### src/rtl/addr_pin_pkg.sv
package addr_pin_pkg;
   // Connection class of one strap pin
   typedef enum logic [1:0] {
      PC_LOW  = 2'd0,
      PC_HIGH = 2'd1,
      PC_CLK  = 2'd2,
      PC_DAT  = 2'd3
   } pin_class_e;

   localparam int CODE_W = 2;
endpackage

### src/rtl/addr_pin_track.sv
module addr_pin_track
   import addr_pin_pkg::*;
(
   input  logic       clk,
   input  logic       rst_n,
   input  logic       seed_i,
   input  logic       pin_i,
   input  logic       scl_i,
   input  logic       sda_i,
   input  logic       start_i,
   input  logic       stop_i,
   output pin_class_e cls_o
);
   logic       active_q;
   logic       same_clk_q;
   logic       same_dat_q;
   logic       moved_q;
   logic       first_q;
   pin_class_e cls_q;
   pin_class_e cls_next;

   // Decision taken at STOP from the window gathered so far
   always_comb begin
      if (!moved_q)        cls_next = first_q ? PC_HIGH : PC_LOW;
      else if (same_clk_q) cls_next = PC_CLK;
      else if (same_dat_q) cls_next = PC_DAT;
      else                 cls_next = cls_q;
   end

   always_ff @(posedge clk or negedge rst_n) begin
      if (!rst_n) begin
         active_q   <= 1'b0;
         same_clk_q <= 1'b0;
         same_dat_q <= 1'b0;
         moved_q    <= 1'b0;
         first_q    <= 1'b0;
         cls_q      <= PC_LOW;
      end else if (seed_i) begin
         cls_q <= pin_i ? PC_HIGH : PC_LOW;
      end else if (start_i) begin
         active_q   <= 1'b1;
         same_clk_q <= (pin_i == scl_i);
         same_dat_q <= (pin_i == sda_i);
         moved_q    <= 1'b0;
         first_q    <= pin_i;
      end else if (stop_i) begin
         active_q <= 1'b0;
         if (active_q) cls_q <= cls_next;
      end else if (active_q) begin
         same_clk_q <= same_clk_q & (pin_i == scl_i);
         same_dat_q <= same_dat_q & (pin_i == sda_i);
         moved_q    <= moved_q | (pin_i != first_q);
      end
   end

   assign cls_o = cls_q;
endmodule

### src/rtl/addr_pin_map.sv
module addr_pin_map
   import addr_pin_pkg::*;
#(
   parameter bit UPPER = 1'b0
) (
   input  pin_class_e        cls_i,
   output logic [CODE_W-1:0] code_o,
   output logic              grp_on_o
);
   generate
      if (UPPER) begin : g_upper
         always_comb begin
            case (cls_i)
               PC_CLK:  code_o = 2'b00;
               PC_DAT:  code_o = 2'b01;
               PC_LOW:  code_o = 2'b10;
               default: code_o = 2'b11;
            endcase
         end
      end else begin : g_lower
         always_comb begin
            case (cls_i)
               PC_LOW:  code_o = 2'b00;
               PC_HIGH: code_o = 2'b01;
               PC_CLK:  code_o = 2'b10;
               default: code_o = 2'b11;
            endcase
         end
      end
   endgenerate

   assign grp_on_o = (cls_i != PC_LOW);
endmodule

### src/rtl/addr_pin_decoder.sv
module addr_pin_decoder
   import addr_pin_pkg::*;
#(
   parameter int GRP_W = 4
) (
   input  logic               clk,
   input  logic               rst_n,
   input  logic               pin_lo,
   input  logic               pin_hi,
   input  logic               scl,
   input  logic               sda,
   input  logic               start_stb,
   input  logic               stop_stb,
   output logic [3:0]         addr_lo,
   output logic [2*GRP_W-1:0] pullup_en,
   output logic [2*GRP_W-1:0] power_dflt
);
   localparam int NPIN = 2;

   generate
      if (GRP_W < 1) begin : g_bad_grp
         $error("GRP_W must be at least 1");
      end
   endgenerate

   logic            seeded;
   logic [NPIN-1:0] pins;
   logic [NPIN-1:0] grp_on;

   assign pins = {pin_hi, pin_lo};

   always_ff @(posedge clk or negedge rst_n) begin
      if (!rst_n) seeded <= 1'b0;
      else        seeded <= 1'b1;
   end

   generate
      for (genvar g = 0; g < NPIN; g++) begin : g_pin
         pin_class_e cls;

         addr_pin_track u_trk (
            .clk     (clk),
            .rst_n   (rst_n),
            .seed_i  (!seeded),
            .pin_i   (pins[g]),
            .scl_i   (scl),
            .sda_i   (sda),
            .start_i (start_stb),
            .stop_i  (stop_stb),
            .cls_o   (cls)
         );

         addr_pin_map #(.UPPER(g == 1)) u_map (
            .cls_i    (cls),
            .code_o   (addr_lo[g*CODE_W +: CODE_W]),
            .grp_on_o (grp_on[g])
         );

         assign pullup_en [g*GRP_W +: GRP_W] = {GRP_W{grp_on[g]}};
         assign power_dflt[g*GRP_W +: GRP_W] = {GRP_W{grp_on[g]}};
      end
   endgenerate
endmodule

### config.mk
export PLATFORM = sky130hd
export DESIGN_NAME = addr_pin_decoder
export DESIGN_NICKNAME = d
export VERILOG_FILES = /design/src/rtl/addr_pin_pkg.sv /design/src/rtl/addr_pin_track.sv /design/src/rtl/addr_pin_map.sv /design/src/rtl/addr_pin_decoder.sv
export SDC_FILE = /design/constraint.sdc
export NUM_CORES = 1
export LEC_CHECK = 0
export ABC_AREA = 0
export BUFFER_PORTS_ARGS = -buffer_cell sky130_fd_sc_hd__buf_2
export CORE_ASPECT_RATIO = 0.75
export CORE_MARGIN = 2
export CORE_UTILIZATION = 49
export DETAILED_ROUTE_END_ITERATION = 6
export PLACE_DENSITY_LB_ADDON = 0.05
export SETUP_SLACK_MARGIN = 0.15
export SYNTH_ARGS = -nofsm -noshare
export SYNTH_HDL_FRONTEND = slang
export SYNTH_SLANG_ARGS = --single-unit
### constraint.sdc
create_clock -name clk -period 1.69 [get_ports clk]
set_clock_uncertainty 0.2 [all_clocks]
set_input_delay 0.507 -clock clk [delete_from_list [all_inputs] [get_ports clk]]
set_output_delay 0.507 -clock clk [all_outputs]
set_load 0.05 [all_outputs]
==> flow_summary.toml <==
[cells_and_area]
final_cell_mix = "20 x buf_6, 14 x dfrtp_1, 7 x buf_2, 5 x inv_1, 5 x buf_4"
post_route_cells_drive_above_1_share_pct = 50.50
final_area_um2 = 1141
syn_to_final_growth_pct = 31.79
antennaDiodeCount = 0
nets = 111
mostFrequentLayoutCell = "buf_6"
fillCellCount = 149

[worst_setup_path]
path_delay_family = "flip-flops"
critical_path.max_stage_delay_ns = 0.40
worstPathCellList = "or2_4, buf_6"
cp_slowest_cell = "dfrtp_1"
r2r_slack_ns = 0.35
crit_type = "flop to output pin"
startpoint_type = "flop"
path_buf_inv = 1
critPathRequiredTime_ns = 0.98
end_kind = "output pin"
critPathMaxFanout = 8
cp.arrival_ns = 1.16

[sta]
post-route-period-util_pct = 110.3
drv_slew = 0
rsz0062_at_grt = "true"
whs_ns = 0.3404
period_minus_slack_ns = 1.864
setup_violations = 17
setup_slack_ns = -0.1744
finalHoldViolCount = 0
max_freq_ghz = 0.5364

[synthesis]
synth_ff_type = "dfrtp_1"
syn_avg_cell_area_um2 = 10.56
async_reset_ff_share_pct = 100.0
ys_ff_latch = 14
synth-edff-count = 0
synth_cell_types = 31
mappedNetlistNets = 90
seq_area_frac_synth_pct = 40.46
synth_area_um2 = 865.8
syn_inst = 82
synth_warnings = 0

[floorplan]
initial_core_util_pct = 51.18
ios = 28
dieArea_um2 = 2123
fp-row-count = 13
coreArea_um2 = 1692
die_w_um = 52.54
die_h_um = 40.41

[place]
gp_congestion = 0.7383
port_buffers = 27
placed_area_um2 = 915.9

[routing]
drt-vias-per-instance = 5.041
ant_nets = 0
drt_iter0_markers = 4
firstDrtPassIters = 4
wl_um = 1638
drc = 0
routedWlPerCell_um = 13.32
vias = 620

[global_route]
antenna_found_initial = 0
grt_pass1_vias = 557
grt_max_degree = 15
grt_pass1_wl_um = 2408
grt.total_usage_pct = 16.41
grt_overflow_total = 0

[cts]
cts_buffer_depth = 2
htree_levels = 1
clk_latency_ns = 0.27
cts_num_sinks = 14
numCtsBuffers = 3
cts-root-buf = "clkbuf_4"
cts_tree = "done"
clk_pin_slew_worst_paths_ns = 0.07

[status]
violations = "negative setup slack"
status = "finished, violations left"

[flow_run]
max_cap_viol_count = 0

[pwr]
vdd_drop_max_uv = 656.8
leakagePower_uw = 0.0005448
cellPowerDensity_nw_per_um2 = 1084

[min_path]
min-delay-path-class = "primary input to flop"
[cell type report]
type | instances | area (um2) | share of cell area [%]
Sequential cell | 14 | 350.3 | 30.70
Multi-Input combinational cell | 42 | 354.1 | 31.03
Clock buffer | 3 | 22.52 | 1.974
Tap cell | 22 | 27.53 | 2.412
Inverter | 5 | 18.77 | 1.645
Timing Repair Buffer | 37 | 367.9 | 32.24
[final timing paths]
path / depth (start not counted) / to / from
worst max-delay path: 2 / pullup_en[0] / g_pin[0].u_trk.cls_o[1]
worst min-delay path: 3 / g_pin[1].u_trk.cls_o[0] / pin_hi
worst max register to register: 4 / g_pin[1].u_trk.cls_o[0] / g_pin[1].u_trk.cls_o[0]
worst min register to register: 1 / g_pin[0].u_trk.same_dat_q / g_pin[0].u_trk.same_dat_q
max in group asynchronous: 2 / g_pin[0].u_trk.cls_o[1] / rst_n
min in group asynchronous: 2 / seeded / rst_n
[tightest hold or removal path, cell delays in order]
cell	delay [ns]
buf_2	0.14
inv_1	0.07
o32ai_2	0.06
[per-layer routing]
metal  vias up  track usage, %  wire [um]
li1        302               -          -
met1       294           21.25        746
met2        22           26.56        773
met3         2           3.731        108
met4         0           7.692         10
met5         -               0          0
[flip-flops by register name (all words and copies together), names as in the netlist]
name,count
g_pin.u_trk.first_q,2
g_pin.u_trk.same_dat_q,2
g_pin.u_trk.active_q,1
g_pin.u_trk.moved_q,2
seeded,1
g_pin.u_trk.same_clk_q,2
g_pin.u_trk.cls_o,4
[per-stage QoR]
stage	instances	utilization (%)	power, uW	setup WS (ns)	TNS, ns
3_3_place_gp	114	54.14	922.5	0.1324	0
3_5_place_dp	114	54.14	925.8	0.1191	0
4_1_cts	120	63.68	1201	-0.1595	-2.492
6_report	123	67.46	1237	-0.1744	-2.583
5_1_grt	123	67.46	1307	-0.2218	-3.523
2_1_floorplan	82	-	924.1	0.1153	0
[report_power, final]
group | switching, uW | internal [uW]
logic | 382 | 257
registers | 41.9 | 381
clock network | 93.1 | 82.4
[cell usage after synthesis, drive strengths merged (2+ instances only)]
cell / instances / area, um2
a21oi: 3 / 15.01
buf: 18 / 136.4
clkbuf: 3 / 11.26
dfrtp: 14 / 350.3
inv: 5 / 18.77
mux2: 2 / 30.03
nor2: 2 / 7.510
nor2b: 6 / 47.54
o211ai: 2 / 15.01
o21ai: 2 / 13.76
o22a: 4 / 35.03
o31ai: 2 / 15.01
or2: 2 / 12.51
xnor2: 4 / 35.03
xor2: 2 / 17.52
[what timing repair did]
action                                  in CTS  in global routing
endpoints found under the setup margin      20                 20
hold buffers                                 1                  0
setup buffers                                2                  3
gates resized for setup                     37                 11
endpoints found under the hold margin       14                  0
pin swaps                                    1                  1
[cells by family (layout without fill, tap and decap cells)]
logic type / count (synthesis) / in the layout / synth area share, %
AO/OA/AOI/OAI: 20 / 20 / 19.07
XOR/XNOR: 6 / 6 / 6.069
buffers and inverters: 26 / 45 / 19.22
flip-flops: 14 / 14 / 40.46
multiplexers: 2 / 2 / 3.468
other: 1 / 1 / 0.4331
AND/OR/NAND/NOR: 13 / 13 / 11.27
Note: power is estimated with default switching activity, not from simulation.
